$ cat config.mk
export PLATFORM = sky130hd
export DESIGN_NAME = ditherTrim
export DESIGN_NICKNAME = d
export VERILOG_FILES = /design/src/rtl/trimPkg.sv /design/src/rtl/trimControl.sv /design/src/rtl/ditherGen.sv /design/src/rtl/trimDatapath.sv /design/src/rtl/ditherTrim.sv
export SDC_FILE = /design/constraint.sdc
export NUM_CORES = 1
export LEC_CHECK = 0
export BUFFER_PORTS_ARGS = -buffer_cell sky130_fd_sc_hd__clkbuf_2
export CORE_AREA = 5 5 147 184
export CTS_CLUSTER_DIAMETER = 40
export CTS_CLUSTER_SIZE = 12
export DETAILED_ROUTE_END_ITERATION = 8
export DIE_AREA = 0 0 152 189
export PLACE_DENSITY_LB_ADDON = 0.15
export SETUP_SLACK_MARGIN = 0.02
export SYNTH_ARGS = -nofsm -noshare
export SYNTH_HDL_FRONTEND = slang
export SYNTH_SLANG_ARGS = --single-unit
$ cat constraint.sdc
create_clock -name clk -period 7.39 [get_ports clk]
set_input_delay 0 -clock clk [delete_from_list [all_inputs] [get_ports clk]]
set_output_delay 0 -clock clk [all_outputs]
set_load 0.005 [all_outputs]
$ cat src/rtl/trimPkg.sv
package trimPkg;
  localparam int DATA_W = 32;
  localparam logic [DATA_W-1:0] LFSR_TAPS = 32'h80200003;
  // channel-major: [0] left A, [1] left B, [2] right A, [3] right B
  localparam logic [3:0][DATA_W-1:0] LFSR_SEEDS =
    {32'h5A5AA5A6, 32'h0F1E2D3C, 32'h9ABCDEF1, 32'h12345678};

  typedef struct packed {
    logic              load;
    logic [DATA_W-1:0] lowMask;
  } trimCtrlT;
endpackage

$ cat src/rtl/trimControl.sv
module trimControl
  import trimPkg::*;
(
  input  logic       inValid,
  input  logic [1:0] lenSel,
  output trimCtrlT   ctrl
);
  localparam int NumLens = 4;
  localparam int KeepLens [NumLens] = '{16, 20, 24, 32};

  logic [NumLens-1:0][DATA_W-1:0] maskTable;

  for (genvar g = 0; g < NumLens; g++) begin : gMask
    localparam int Drop = DATA_W - KeepLens[g];
    if (Drop == 0) begin : gNone
      assign maskTable[g] = '0;
    end else begin : gSome
      assign maskTable[g] = {DATA_W{1'b1}} >> (DATA_W - Drop);
    end
  end

  always_comb begin
    ctrl.load    = inValid;
    ctrl.lowMask = maskTable[lenSel];
  end
endmodule

$ cat src/rtl/ditherGen.sv
module ditherGen
  import trimPkg::*;
#(
  parameter logic [DATA_W-1:0] SeedA = 32'h1,
  parameter logic [DATA_W-1:0] SeedB = 32'h2
) (
  input  logic                     clk,
  input  logic                     rstN,
  input  logic                     advance,
  input  logic [DATA_W-1:0]        lowMask,
  output logic signed [DATA_W:0]   dither
);
  logic [1:0][DATA_W-1:0] lfsrState;

  for (genvar g = 0; g < 2; g++) begin : gLfsr
    localparam logic [DATA_W-1:0] Seed = (g == 0) ? SeedA : SeedB;
    always_ff @(posedge clk) begin
      if (!rstN) begin
        lfsrState[g] <= Seed;
      end else if (advance) begin
        lfsrState[g] <= lfsrState[g][0] ? ((lfsrState[g] >> 1) ^ LFSR_TAPS)
                                        : (lfsrState[g] >> 1);
      end
    end
    AST_LFSR_LIVE: assert property (@(posedge clk) disable iff (!rstN)
      lfsrState[g] != '0);
  end

  logic [DATA_W-1:0] uniA, uniB;
  assign uniA   = lfsrState[0] & lowMask;
  assign uniB   = lfsrState[1] & lowMask;
  assign dither = $signed({1'b0, uniA}) - $signed({1'b0, uniB});

  AST_DITHER_BOUND: assert property (@(posedge clk) disable iff (!rstN)
    (dither[DATA_W] ? ((-dither) <= $signed({1'b0, lowMask}))
                    : (dither <= $signed({1'b0, lowMask}))));
endmodule

$ cat src/rtl/trimDatapath.sv
module trimDatapath
  import trimPkg::*;
(
  input  logic                   clk,
  input  logic                   rstN,
  input  trimCtrlT               ctrl,
  input  logic [DATA_W-1:0]      inLeft,
  input  logic [DATA_W-1:0]      inRight,
  input  logic signed [DATA_W:0] ditherLeft,
  input  logic signed [DATA_W:0] ditherRight,
  output logic                   outValid,
  output logic [DATA_W-1:0]      outLeft,
  output logic [DATA_W-1:0]      outRight
);
  localparam logic [DATA_W-1:0] PosMax = {1'b0, {(DATA_W-1){1'b1}}};
  localparam logic [DATA_W-1:0] NegMax = {1'b1, {(DATA_W-1){1'b0}}};

  function automatic logic [DATA_W-1:0] satTrim(
    input logic [DATA_W-1:0] x, input logic signed [DATA_W:0] d,
    input logic [DATA_W-1:0] m);
    logic signed [DATA_W:0] sum;
    logic [DATA_W-1:0] clamped;
    sum = $signed({x[DATA_W-1], x}) + d;
    if (sum[DATA_W] != sum[DATA_W-1]) clamped = sum[DATA_W] ? NegMax : PosMax;
    else                              clamped = sum[DATA_W-1:0];
    return clamped & ~m;
  endfunction

  logic [DATA_W-1:0] nextLeft, nextRight, lowMaskQ;
  assign nextLeft  = satTrim(inLeft,  ditherLeft,  ctrl.lowMask);
  assign nextRight = satTrim(inRight, ditherRight, ctrl.lowMask);

  always_ff @(posedge clk) begin
    if (!rstN) begin
      outValid <= 1'b0;
      outLeft  <= '0;
      outRight <= '0;
      lowMaskQ <= '0;
    end else begin
      outValid <= ctrl.load;
      if (ctrl.load) begin
        outLeft  <= nextLeft;
        outRight <= nextRight;
        lowMaskQ <= ctrl.lowMask;
      end
    end
  end

  AST_VALID_AFTER_LOAD: assert property (@(posedge clk) disable iff (!rstN)
    ctrl.load |=> outValid);
  AST_NO_SPURIOUS_VALID: assert property (@(posedge clk) disable iff (!rstN)
    !ctrl.load |=> !outValid);
  AST_LOW_BITS_CLEAR: assert property (@(posedge clk) disable iff (!rstN)
    outValid |-> (((outLeft | outRight) & lowMaskQ) == '0));
  AST_PASS_FULL: assert property (@(posedge clk) disable iff (!rstN)
    (ctrl.load && ctrl.lowMask == '0) |=> (outLeft == $past(inLeft) && outRight == $past(inRight)));
  AST_NO_OVERFLOW: assert property (@(posedge clk) disable iff (!rstN)
    (ctrl.load && !inLeft[DATA_W-1] && !ditherLeft[DATA_W]) |=> !outLeft[DATA_W-1]);
  AST_NO_UNDERFLOW: assert property (@(posedge clk) disable iff (!rstN)
    (ctrl.load && inLeft[DATA_W-1] && ditherLeft[DATA_W]) |=> outLeft[DATA_W-1]);
  AST_HOLD_IDLE: assert property (@(posedge clk) disable iff (!rstN)
    !ctrl.load |=> ($stable(outLeft) && $stable(outRight)));
endmodule

$ cat src/rtl/ditherTrim.sv
module ditherTrim
  import trimPkg::*;
(
  input  logic              clk,
  input  logic              rstN,
  input  logic              inValid,
  input  logic [DATA_W-1:0] inLeft,
  input  logic [DATA_W-1:0] inRight,
  input  logic [1:0]        lenSel,
  output logic              outValid,
  output logic [DATA_W-1:0] outLeft,
  output logic [DATA_W-1:0] outRight
);
  trimCtrlT ctrl;
  logic signed [1:0][DATA_W:0] chDither;

  trimControl u_ctrl (.inValid(inValid), .lenSel(lenSel), .ctrl(ctrl));

  for (genvar ch = 0; ch < 2; ch++) begin : gChan
    ditherGen #(.SeedA(LFSR_SEEDS[2*ch]), .SeedB(LFSR_SEEDS[2*ch+1])) u_dither (
      .clk(clk), .rstN(rstN), .advance(ctrl.load),
      .lowMask(ctrl.lowMask), .dither(chDither[ch]));
  end

  trimDatapath u_path (
    .clk(clk), .rstN(rstN), .ctrl(ctrl),
    .inLeft(inLeft), .inRight(inRight),
    .ditherLeft(chDither[0]), .ditherRight(chDither[1]),
    .outValid(outValid), .outLeft(outLeft), .outRight(outRight));
endmodule

Yosys cells after proc, flatten, opt, wreduce, memory -nomap -nowiden:

Index checks and enable logic that the tools add are counted.

* register bits after elaboration: 193
* bits of input ports: 69
* output and inout port bits: 65
* logic and storage cells: 35

* $add $sub $neg: 4
* magnitude comparators: 1
* equal/unequal tests: 2
* mux-type cells: 10
* bitwise logic cells: 11

Operator list (number)
* 32-bit two-way mux: 9
* 32-bit AND: 6
* 32-bit by 33-bit adder with 33-bit output: 2
* 32-bit by 32-bit subtractor with 33-bit output: 2
* 32-bit binary-select mux with 2-bit select: 1
* 32-bit NOT: 1
* 3-bit NOT with 4-bit output: 4
* 2-bit by 3-bit less-than comparator with 1-bit output, second input constant: 1
* 1-bit inequality test: 2

Longest topological paths before layout:

Gate-level depths: netlist (run 1).

* depth in word-level cells: 8
* mapped depth: 18
* mapped depth without buffers: 15

Hierarchy:

Synthesis (run 1) repeated with hierarchy kept, for this count alone.

* cells, all modules: 1900
* area total of the unflattened synthesis: 15531.1 sq um

By module, submodules not included
* trimDatapath: times used 1, cells an instance 791, area each 6274.8 sq um
* ditherGen (gChan[0].u_dither): times used 1, cells an instance 575, area each 4688.2 sq um
* ditherGen (gChan[1].u_dither): times used 1, cells an instance 500, area each 4327.9 sq um
* trimControl: times used 1, cells an instance 34, area each 240.2 sq um

Worst setup path after synthesis (run 1):

No wires, ideal clock.

* path type: input-to-reg
* start point: input port lenSel[1]
* end point: register u_path.outLeft[30]
* arrival time: 3425 ps
* required time: 7269 ps
* slack: 3845 ps
* stages on the path: 17
* buffers on the path: 4
* cell sequence: clkbuf_1 -> nor2_1 -> clkbuf_1 -> nand2_1 -> fa_1 -> inv_1 -> ha_1 -> clkbuf_1 -> o211ai_1 -> a211o_1 -> a31o_4 -> o21ba_4 -> xor2_4 -> nor2_4 -> buf_6 -> a22oi_2 -> o21ai_1

* word-level cells in the longest chain between the ends: 8
* elaborated cells on any way between the ends: 11

RTL lines
* start, declared: line ditherTrim.sv:9 `input logic [1:0] lenSel,`
* 32-bit binary-select mux with 2-bit select (*): line trimControl.sv:24 `ctrl.lowMask = maskTable[lenSel];`
* 32-bit two-way mux (not written as such) (*): line trimControl.sv:24
* 32-bit AND (on tied branches): line ditherGen.sv:30, ditherGen.sv:31
* 32-bit by 32-bit subtractor with 33-bit output: line ditherGen.sv:32 `assign dither = $signed({1'b0, uniA}) - $signed({1'b0, uniB});`
* 32-bit by 33-bit adder with 33-bit output: line trimDatapath.sv:23 `sum = $signed({x[DATA_W-1], x}) + d;`
* 32-bit two-way mux / 1-bit inequality test (equally long branches): line trimDatapath.sv:24 `if (sum[DATA_W] != sum[DATA_W-1]) clamped = sum[DATA_W] ? NegMax : PosMax;`
* 32-bit two-way mux: line trimDatapath.sv:24
* 32-bit AND (*): line trimDatapath.sv:26 `return clamped & ~m;`
* end signal, assigned: line trimDatapath.sv:42 `outLeft <= nextLeft;`
* end, declared: line trimDatapath.sv:12 `output logic [DATA_W-1:0] outLeft,`

Every way passes the cells marked *; elsewhere a longest branch is shown, timed or not. The select of a mux whose other input is x is not followed.
A chain may end at the register's enable or synchronous reset.

Worst setup path after layout (run 1):

* start point: input port lenSel[1]
* end point: register u_path.outRight[13]

* word-level cells in the longest chain between the ends: 8
* elaborated cells on any way between the ends: 11

RTL lines
* 32-bit binary-select mux with 2-bit select (*): line trimControl.sv:24
* 32-bit two-way mux (not written as such) (*): line trimControl.sv:24
* 32-bit AND (on tied branches): line ditherGen.sv:30, ditherGen.sv:31
* 32-bit by 32-bit subtractor with 33-bit output: line ditherGen.sv:32
* 32-bit by 33-bit adder with 33-bit output: line trimDatapath.sv:23
* 32-bit two-way mux / 1-bit inequality test (equally long branches): line trimDatapath.sv:24
* 32-bit two-way mux: line trimDatapath.sv:24
* 32-bit AND (*): line trimDatapath.sv:26
* end signal, assigned: line trimDatapath.sv:43 `outRight <= nextRight;`
* end, declared: line trimDatapath.sv:13 `output logic [DATA_W-1:0] outRight`

Marks and branches as above.

==> results.toml, run 1 <==
[power_and_ir_drop]
power_leakage_nw = 6.475
power_density_mw_per_mm2 = 232.9
power.total_mw = 3.225
peakVddDrop_mv = 0.1701

[floorplanning]
rows = 65
ios = 134
die_h_um = 189
dieArea_sq_mm = 0.02873
coreArea_sq_mm = 0.02505
dieWidth_um = 152
start_util = 0.4939

[critical_path]
start_kind = "primary input"
critPathCaptureType = "register"
cp_data_required_time_ns = 7.77
critPathMaxStageDelay_ns = 0.61
crit_slowest_cell = "nand2_1"
worstPathArrival_ns = 4.54
worstPathMaxFanout = 34
path_cells = "clkbuf_2, nand2_1, and2_1, fa_1, inv_1, ha_1, a211oi_1, nor2_2, o22ai_2, o31a_2, o211a_4, o21ai_4, nand2_1, o21ai_0, a22o_1"
critPathKind = "primary input to register"
critPathMostFrequentCell = "nand2_1"

[timing]
grt_setup_unrepaired = "false"
finalCritPeriodShare = 0.5626
hold_slack_ns = 0.1116
drv_slew = 0
finalSetupTns_ns = 0
timing.final.ws_setup_ns = 3.232
clock_skew_ns = 0.01471
period_needed_ns = 4.158
setup_violations = 0
max_freq_mhz = 240.5
finalHoldViolCount = 0
worst_pin_slew_ns = 1.128
slew_headroom = 0.2477

[synthesis]
synth.avg_cell_area_sq_um = 8.467
synth_async_sr_flop_share = 0
syn-num-nets = 1628
synthTopCellsByArea = "dfxtp_1, mux2i_1, ha_1"
synth-main-ff-cell = "dfxtp_1"
synth_top_area_share = 0.3123
syn_area_sq_mm = 0.01237
synth.distinct_cells = 81
ys_ff_latch = 193
synth_top_area_cell = "dfxtp_1"
yosysSeqAreaShare = 0.3123
yosys_warnings = 0
syn_inst = 1461
synth_edf_count = 0

[cts]
cts_setup_buffers = 0
root_buffer = "clkbuf_16"
clk_latency_ns = 0.44
ctsResizeCount = 0
clk_pin_slew_ns = 0.07
clkSinkCount = 193
cts_tree = "yes"
htreeDepth = 4
clockBufferDepth = 2
numCtsBuffers = 17

[routing]
drt_iter0_drc = 459
drc_errors = 0
via_count = 9896
wire_per_inst_um = 15.24
postRouteAntennaNets = 0
dr_wl_met3_mm = 1.239
wl_met1_mm = 13.74
routed.top_layer = "met5"
avgViaCountPerCell = 5.228
wl_met2_mm = 13.22
firstDrtPassIters = 6
wirelength_mm = 28.86

[finish]
multi_input_area_sq_mm = 0.007664
final_cell_mix = "dfxtp_1, nand2_1, inv_1"
syn2layout_area_growth_pct = 11.90
nets = 1712
regArea_sq_mm = 0.003864
drive_gt1_frac = 0.1271
post-route-util = 0.5526
layout_commonest_cell = "dfxtp_1"
n_antenna_cell = 0
fill_cells = 2427

[global_routing]
grt-ovfl-total = 0
grt_pass1_wl_mm = 48.13
grt_pass1_vias = 9465
grt_util_all_layers = 0.2008
antenna_found_initial = 1
grt_max_degree = 129

[place]
routabilityCongestion = 0.8620
post-place-ws_ns = 2.800
dp_hpwl_mm = 21.90
numPortBuffers = 133

[run_status]
outcome = "completed"

[job]
timing.max_cap.violations = 0

[min_path]
hold_path_class = "primary input to register"
## what timing repair did
action / 4_1_cts / 5_1_grt
hold endpoints to repair: 22 / 0
endpoints found under the setup margin: 0 / 0
hold buffers: 2 / 0
## critical path: cells and delay by family
family | cells | cell delay (ns)
simple gates | 4 | 1.59
fa+ha+maj | 2 | 0.85
compound gates | 7 | 1.71
buf+inv | 2 | 0.36
## layer usage
metal	up-vias	global-route usage
met5	-	0
li1	5154	-
met3	37	0.03521
met2	185	0.3244
met1	4518	0.2739
met4	2	0.06468
## worst paths after layout
kind | start | endpoint | slack, ns | depth (start not counted)
setup reg to reg | gChan[1].u_dither.lfsrState[34] | u_path.outRight[13] | 3.67 | 13
hold / removal | inLeft[29] | u_path.outLeft[30] | 0.11 | 4
setup / recovery | lenSel[1] | u_path.outRight[13] | 3.23 | 15
hold reg to reg | u_path.outLeft[28] | u_path.outLeft[28] | 0.46 | 2
## cells in the mapped netlist (all sizes together) (26+ instances only)
master    n
mux2i   117
o21ai   110
nor2b    74
nand2   169
dfxtp   193
xnor2    41
clkbuf   50
a21oi    97
inv     140
fa       32
nor2     62
and2     31
xor2     26
ha       66
## power by group
part | total [mW] | switching, mW | internal [mW] | leakage, nW
registers | 1.18 | 0.0601 | 1.12 | 1.59
logic | 1.04 | 0.603 | 0.439 | 4.58
clock network | 0.999 | 0.435 | 0.564 | 0.306
## flip-flops by register name (all words and copies together), names as in the netlist
signal	flops
u_path.outRight	32
gChan.u_dither.lfsrState	128
u_path.outValid	1
u_path.outLeft	32
## logic make-up after synthesis
kind of cell             Yosys count  share of synthesized area
AO/OA/AOI/OAI                    347                     0.1837
XOR/XNOR                          67                    0.04956
adder cells (fa/ha/maj)          108                     0.1267
buffers and inverters            214                    0.06837
flip-flops                       193                     0.3123
multiplexers                     118                    0.09558
AND/OR/NAND/NOR                  414                     0.1638
## metrics by stage
stage | area (sq um) | std cells
after global routing | 13840 | 1893
after global placement | 13180 | 1859
after CTS | 13840 | 1893
after detailed placement | 13180 | 1859
after floorplan | 12370 | 1461
final | 13840 | 1893
## cell type report
class                   instances  share of cell area
multi-input cells            1054              0.5536
flip-flops and latches        193              0.2791
repair buffers                139             0.05233
inverters                     140             0.03796
clock buffers                  19             0.03272
well taps                     335             0.03028
clock inverters                13             0.01401
No activity file was read; power rests on OpenSTA's default activity.
==> run 2: changes to the inputs <==
Clock period 7.39 ns to 3.35 ns, I/O delays scaled along.
==> run 2 against run 1 <==
Net effect:
- via count up 8.3%
- worst setup slack worse by 3.1 ns
- count of clock-buffer cells in the layout up 1
- final cell count up 8.0%
- critical path type is now register to register
- largest cell class unchanged
==> results.toml, run 2 (synthesis gave the netlist of run 1 again) <==
[run_status]
outcome = "completed"

[timing]
max_freq_mhz = 309.8
hold_slack_ns = 0.1059
clock_skew_ns = 0.009713
finalHoldViolCount = 0
slew_headroom = 0.1839
worst_pin_slew_ns = 1.219
period_needed_ns = 3.228
drv_slew = 0
setup_violations = 0
finalCritPeriodShare = 0.9637
grt_setup_unrepaired = "true"

[finish]
layout_commonest_cell = "dfxtp_1"
reg.largest.list = "gChan.u_dither.lfsrState (128), u_path.outLeft (32), u_path.outRight (32)"
drive_gt1_frac = 0.2439
fin_area_sq_mm = 0.01534
multi_input_area_sq_mm = 0.008033
fill_cells = 2325
syn2layout_area_growth_pct = 23.97
largest_reg_flops = 128
final_cell_mix = "dfxtp_1, nand2_1, buf_4"
regArea_sq_mm = 0.003876
nets = 1864
largest-register = "gChan.u_dither.lfsrState"
n_antenna_cell = 0

[routing]
avgViaCountPerCell = 5.239
drc_errors = 0
wire_per_inst_um = 15.59
postRouteAntennaNets = 0
via_count = 10714
firstDrtPassIters = 5
drt_iter0_drc = 502
wirelength_mm = 31.88

[cts]
clockBufferDepth = 2
clk_latency_ns = 0.44
cts_tree = "yes"
clkSinkCount = 193
numCtsBuffers = 17
htreeDepth = 4
clk_pin_slew_ns = 0.08
root_buffer = "clkbuf_16"

[global_routing]
grt_pass1_wl_mm = 51.52
antenna_found_initial = 2
grt_pass1_vias = 10309
grt-ovfl-total = 0
grt_util_all_layers = 0.2162
grt_max_degree = 128

[critical_path]
rrSetupSlack_ns = 0.12
crit_slowest_cell = "fa_1"
rr_startpoint = "gChan[1].u_dither.lfsrState[33]"
critPathKind = "register to register"
worstPathArrival_ns = 3.56
path_cells = "and2_1, fa_1, inv_2, ha_4, a211oi_2, buf_4, o21ba_2, nand2_1, a41oi_2, o21ai_1, a31o_2, xnor2_1, o21ai_0, a22o_1"
cp_data_required_time_ns = 3.68
critPathCaptureType = "register"
critPathMaxStageDelay_ns = 0.51
worstPathMaxFanout = 2
critPathBufInv = 2
critPathTopFamily = "compound AO/OA/AOI/OAI gates"
startpoint = "gChan[1].u_dither.lfsrState[33]"
start_kind = "register"

[min_path]
min-delay-start = "inLeft[29]"
hold_path_class = "primary input to register"

[floorplanning]
coreArea_sq_mm = 0.02505
dieWidth_um = 152
rows = 65
die_h_um = 189
ios = 134
start_util = 0.4939
dieArea_sq_mm = 0.02873

[power_and_ir_drop]
power_density_mw_per_mm2 = 496.9
peakVddDrop_mv = 0.3710
power_leakage_nw = 7.221

[place]
placedInstanceArea_sq_mm = 0.01421
numPortBuffers = 133
dp_hpwl_mm = 23.94
routabilityCongestion = 0.9525

[job]
timing.max_cap.violations = 0
run 2: cell count changes in the layout (fill, tap and decap cells not counted), moves of 7 or more:
cell,change
a21oi_1,-8
buf_4,+143
ha_1,-15
a21oi_2,+8
o21ai_0,-11
a211oi_2,+8
buf_6,+7
a211oi_1,-8
dfxtp_1,-10
ha_4,+14
dfxtp_2,+10
o21ai_1,+9
run 2: timing repair:
action                                 4_1_cts  5_1_grt
hold buffers                                 2        0
gates resized for setup                      9       84
pin swaps                                    3       41
setup buffers                                4       12
endpoints found under the hold margin       20        0
setup endpoints to repair                   22       58
run 2: layout make-up:
class / instances / share of cell area
Sequential cell: 193 / 0.2528
Multi-Input combinational cell: 1054 / 0.5238
Timing Repair Buffer: 291 / 0.1250
Clock buffer: 20 / 0.02913
Inverter: 140 / 0.03427
Tap cell: 335 / 0.02733
Clock inverter: 12 / 0.007751
run 2: where the power goes:
| group | leakage (nW) | switching, mW | internal [mW] | total [mW] |
|---|---|---|---|---|
| combinational | 5.36 | 1.59 | 1.46 | 3.05 |
| sequential | 1.59 | 0.110 | 2.48 | 2.59 |
| clock | 0.271 | 0.978 | 1.00 | 1.98 |
| total | 7.22 | 2.68 | 4.94 | 7.62 |
run 2: final timing paths:
path	endpoint	cells past startpoint
max	u_path.outRight[15]	14
min	u_path.outLeft[30]	4
max reg2reg	u_path.outRight[15]	14
min reg2reg	u_path.outLeft[8]	2
run 2: metal layers:
layer / wire (um) / global-route usage / up-vias
met5: 22 / 0 / -
met4: 872 / 0.07679 / 4
met3: 1217 / 0.03544 / 58
met2: 15300 / 0.3629 / 238
met1: 14470 / 0.2824 / 4960
li1: - / - / 5454
run 2: worst reg2reg max path, cell delays in order, from the launching register on:
cell      delay, ns
dfxtp_1        0.31
and2_1         0.14
fa_1           0.51
inv_2          0.06
ha_4           0.24
a211oi_2       0.28
buf_4          0.15
o21ba_2        0.16
nand2_1        0.09
a41oi_2        0.27
o21ai_1        0.14
a31o_2         0.27
xnor2_1        0.19
o21ai_0        0.11
a22o_1         0.20
run 2: through the flow:
step / worst slack (ns) / cells / utilization / setup TNS (ns) / total power [mW]
final: 0.1217 / 2045 / 0.6122 / 0 / 7.621
after global placement: -0.2179 / 1995 / 0.5675 / -6.577 / 5.359
after global routing: -0.09982 / 2045 / 0.6122 / -0.2527 / 8.103
after detailed placement: -0.2717 / 1995 / 0.5675 / -8.362 / 5.389
after floorplan: 0.02605 / 1461 / - / 0 / 4.376
after CTS: 0.02019 / 2033 / 0.5939 / 0 / 7.427
==> run 3: changes to the inputs <==
Settings changed: PLACE_DENSITY set to 0.82, PLACE_DENSITY_LB_ADDON 0.15 to unset, REMOVE_ABC_BUFFERS set to 1.
==> run 3 against run 2 <==
Net effect:
- final cell count is 0.68% lower
- first-iteration DRC count rose by 27%
- critical endpoint is now u_path.outRight[1]
- global-route usage hardly changed
- worst setup slack worse by 0.073 ns
- sequential share of layout area grew 0.12 points
==> results.toml, run 3 (synthesis gave the netlist of run 1 again) <==
[timing]
finalCritPeriodShare = 0.9854
slew_headroom = 0.2205
drv_slew = 0
grt_setup_unrepaired = "true"
max_freq_mhz = 302.9
finalHoldViolCount = 0
clock_skew_ns = 0.01320
hold_slack_ns = 0.06156
setup_violations = 0
worst_pin_slew_ns = 1.164
timing.final.ws_setup_ns = 0.04881
period_needed_ns = 3.301

[floorplanning]
dieArea_sq_mm = 0.02873
ios = 134
die_h_um = 189
rows = 65
dieWidth_um = 152
start_util = 0.4939
coreArea_sq_mm = 0.02505

[cts]
clockBufferDepth = 2
clk_latency_ns = 0.45
root_buffer = "clkbuf_16"
cts_tree = "yes"
htreeDepth = 4
clkSinkCount = 193
numCtsBuffers = 17
clk_pin_slew_ns = 0.08

[routing]
via_count = 11061
postRouteAntennaNets = 0
routed.top_layer = "met4"
wl_met2_mm = 16.05
drc_errors = 0
firstDrtPassIters = 5
wirelength_mm = 32.71
dr_wl_met3_mm = 1.573
avgViaCountPerCell = 5.446
drt_iter0_drc = 639
wire_per_inst_um = 16.10
wl_met1_mm = 13.58

[global_routing]
grt_pass1_wl_mm = 52.03
grt_max_degree = 100
grt_util_all_layers = 0.2164
grt-ovfl-total = 0
antenna_found_initial = 0
grt_pass1_vias = 10820

[power_and_ir_drop]
power.internal_mw = 4.917
switching_power_mw = 2.757
power_leakage_nw = 7.174
p_comb_frac = 0.399
p_clk_frac = 0.264
power_density_mw_per_mm2 = 502.7
seq_power_share = 0.338
switching_share = 0.3593
peakVddDrop_mv = 0.2833

[place]
dp_hpwl_mm = 24.09
routabilityCongestion = 0.9264
numPortBuffers = 133
post-place-ws_ns = -0.2922

[critical_path]
critPathKind = "register to register"
r2r_cells = 14
start_kind = "register"
rr_startpoint = "gChan[1].u_dither.lfsrState[36]"
critPathCaptureType = "register"
worstPathMaxFanout = 4
rrSetupSlack_ns = 0.05
cp_data_required_time_ns = 3.70
regToRegEndpoint = "u_path.outRight[1]"
worstPathArrival_ns = 3.65

[finish]
regArea_sq_mm = 0.003876
final_cell_mix = "dfxtp_1, nand2_1, inv_1"
nets = 1850
syn2layout_area_growth_pct = 23.39
drive_gt1_frac = 0.2417
reg.largest.list = "gChan.u_dither.lfsrState (128), u_path.outLeft (32), u_path.outRight (32)"
multi_input_area_sq_mm = 0.008035
layout_commonest_cell = "dfxtp_1"
n_antenna_cell = 0
largest-register = "gChan.u_dither.lfsrState"
fill_cells = 2145
largest_reg_flops = 128

[min_path]
hold_depth = 5
min-delay-start = "inLeft[0]"
hold_path_class = "primary input to register"
min_to = "u_path.outLeft[0]"

[run_status]
outcome = "completed"

[job]
timing.max_cap.violations = 0
-- run 3: per-layer routing --
metal,vias up,track usage
met4,0,0.1058
met3,95,0.03749
li1,5433,-
met2,324,0.3742
met5,-,0
met1,5209,0.2602
-- run 3: critical path: stages (launching register included) --
cell	delay (ns)
dfxtp_2	0.33
and2_4	0.13
fa_1	0.49
inv_1	0.05
ha_1	0.32
buf_4	0.15
o211ai_1	0.27
nand2_1	0.18
o2111ai_2	0.10
nand2_1	0.09
o21ai_2	0.20
xnor2_2	0.15
buf_4	0.17
maj3_1	0.35
a22o_1	0.20
-- run 3: repair_timing --
item,CTS,global route
cloned,0,0
resized for setup,7,89
hold buffers,0,0
pin swaps,3,38
setup buffers,4,14
endpoints found under the setup margin,23,59
-- run 3: power by group through the flow --
stage,Combinational [mW],Sequential (mW),Clock (mW)
after global placement,2.66,2.63,0
final,3.06,2.59,2.02
after detailed placement,2.71,2.64,0
after global routing,3.35,2.61,2.15
after CTS,2.76,2.59,2.05
after floorplan,1.65,2.62,0
-- run 3: area by class of cell --
class,count,share of cell area
Clock buffer,18,0.02811
Sequential cell,193,0.2539
Clock inverter,14,0.009344
Tap cell,335,0.02746
Inverter,140,0.03443
Timing Repair Buffer,277,0.1203
Multi-Input combinational cell,1054,0.5264
-- run 3: worst max path at each step --
stage                                    startpoint                  end  slack (ns)  depth (start not counted)
detailed placement                        lenSel[1]    u_path.outLeft[1]       -0.29                         17
floorplan                                 lenSel[1]   u_path.outRight[8]       -0.16                         14
global route        gChan[1].u_dither.lfsrState[38]   u_path.outRight[1]       -0.12                         14
finish              gChan[1].u_dither.lfsrState[36]   u_path.outRight[1]        0.05                         14
CTS                 gChan[0].u_dither.lfsrState[11]   u_path.outLeft[23]        0.02                         14
global placement                          lenSel[1]  u_path.outRight[22]       -0.19                         17
-- run 3: per-stage QoR --
| stage | power (mW) | utilization | cells | instance area (sq um) | setup TNS, ns |
|---|---|---|---|---|---|
| finish | 7.674 | 0.6094 | 2031 | 15260 | 0 |
| global route | 8.112 | 0.6094 | 2031 | 15260 | -0.8066 |
| CTS | 7.397 | 0.5897 | 2017 | 14770 | 0 |
| detailed placement | 5.353 | 0.5646 | 1981 | 14140 | -7.514 |
| global placement | 5.290 | 0.5646 | 1981 | 14140 | -5.304 |
| floorplan | 4.279 | - | 1387 | 12050 | -2.018 |
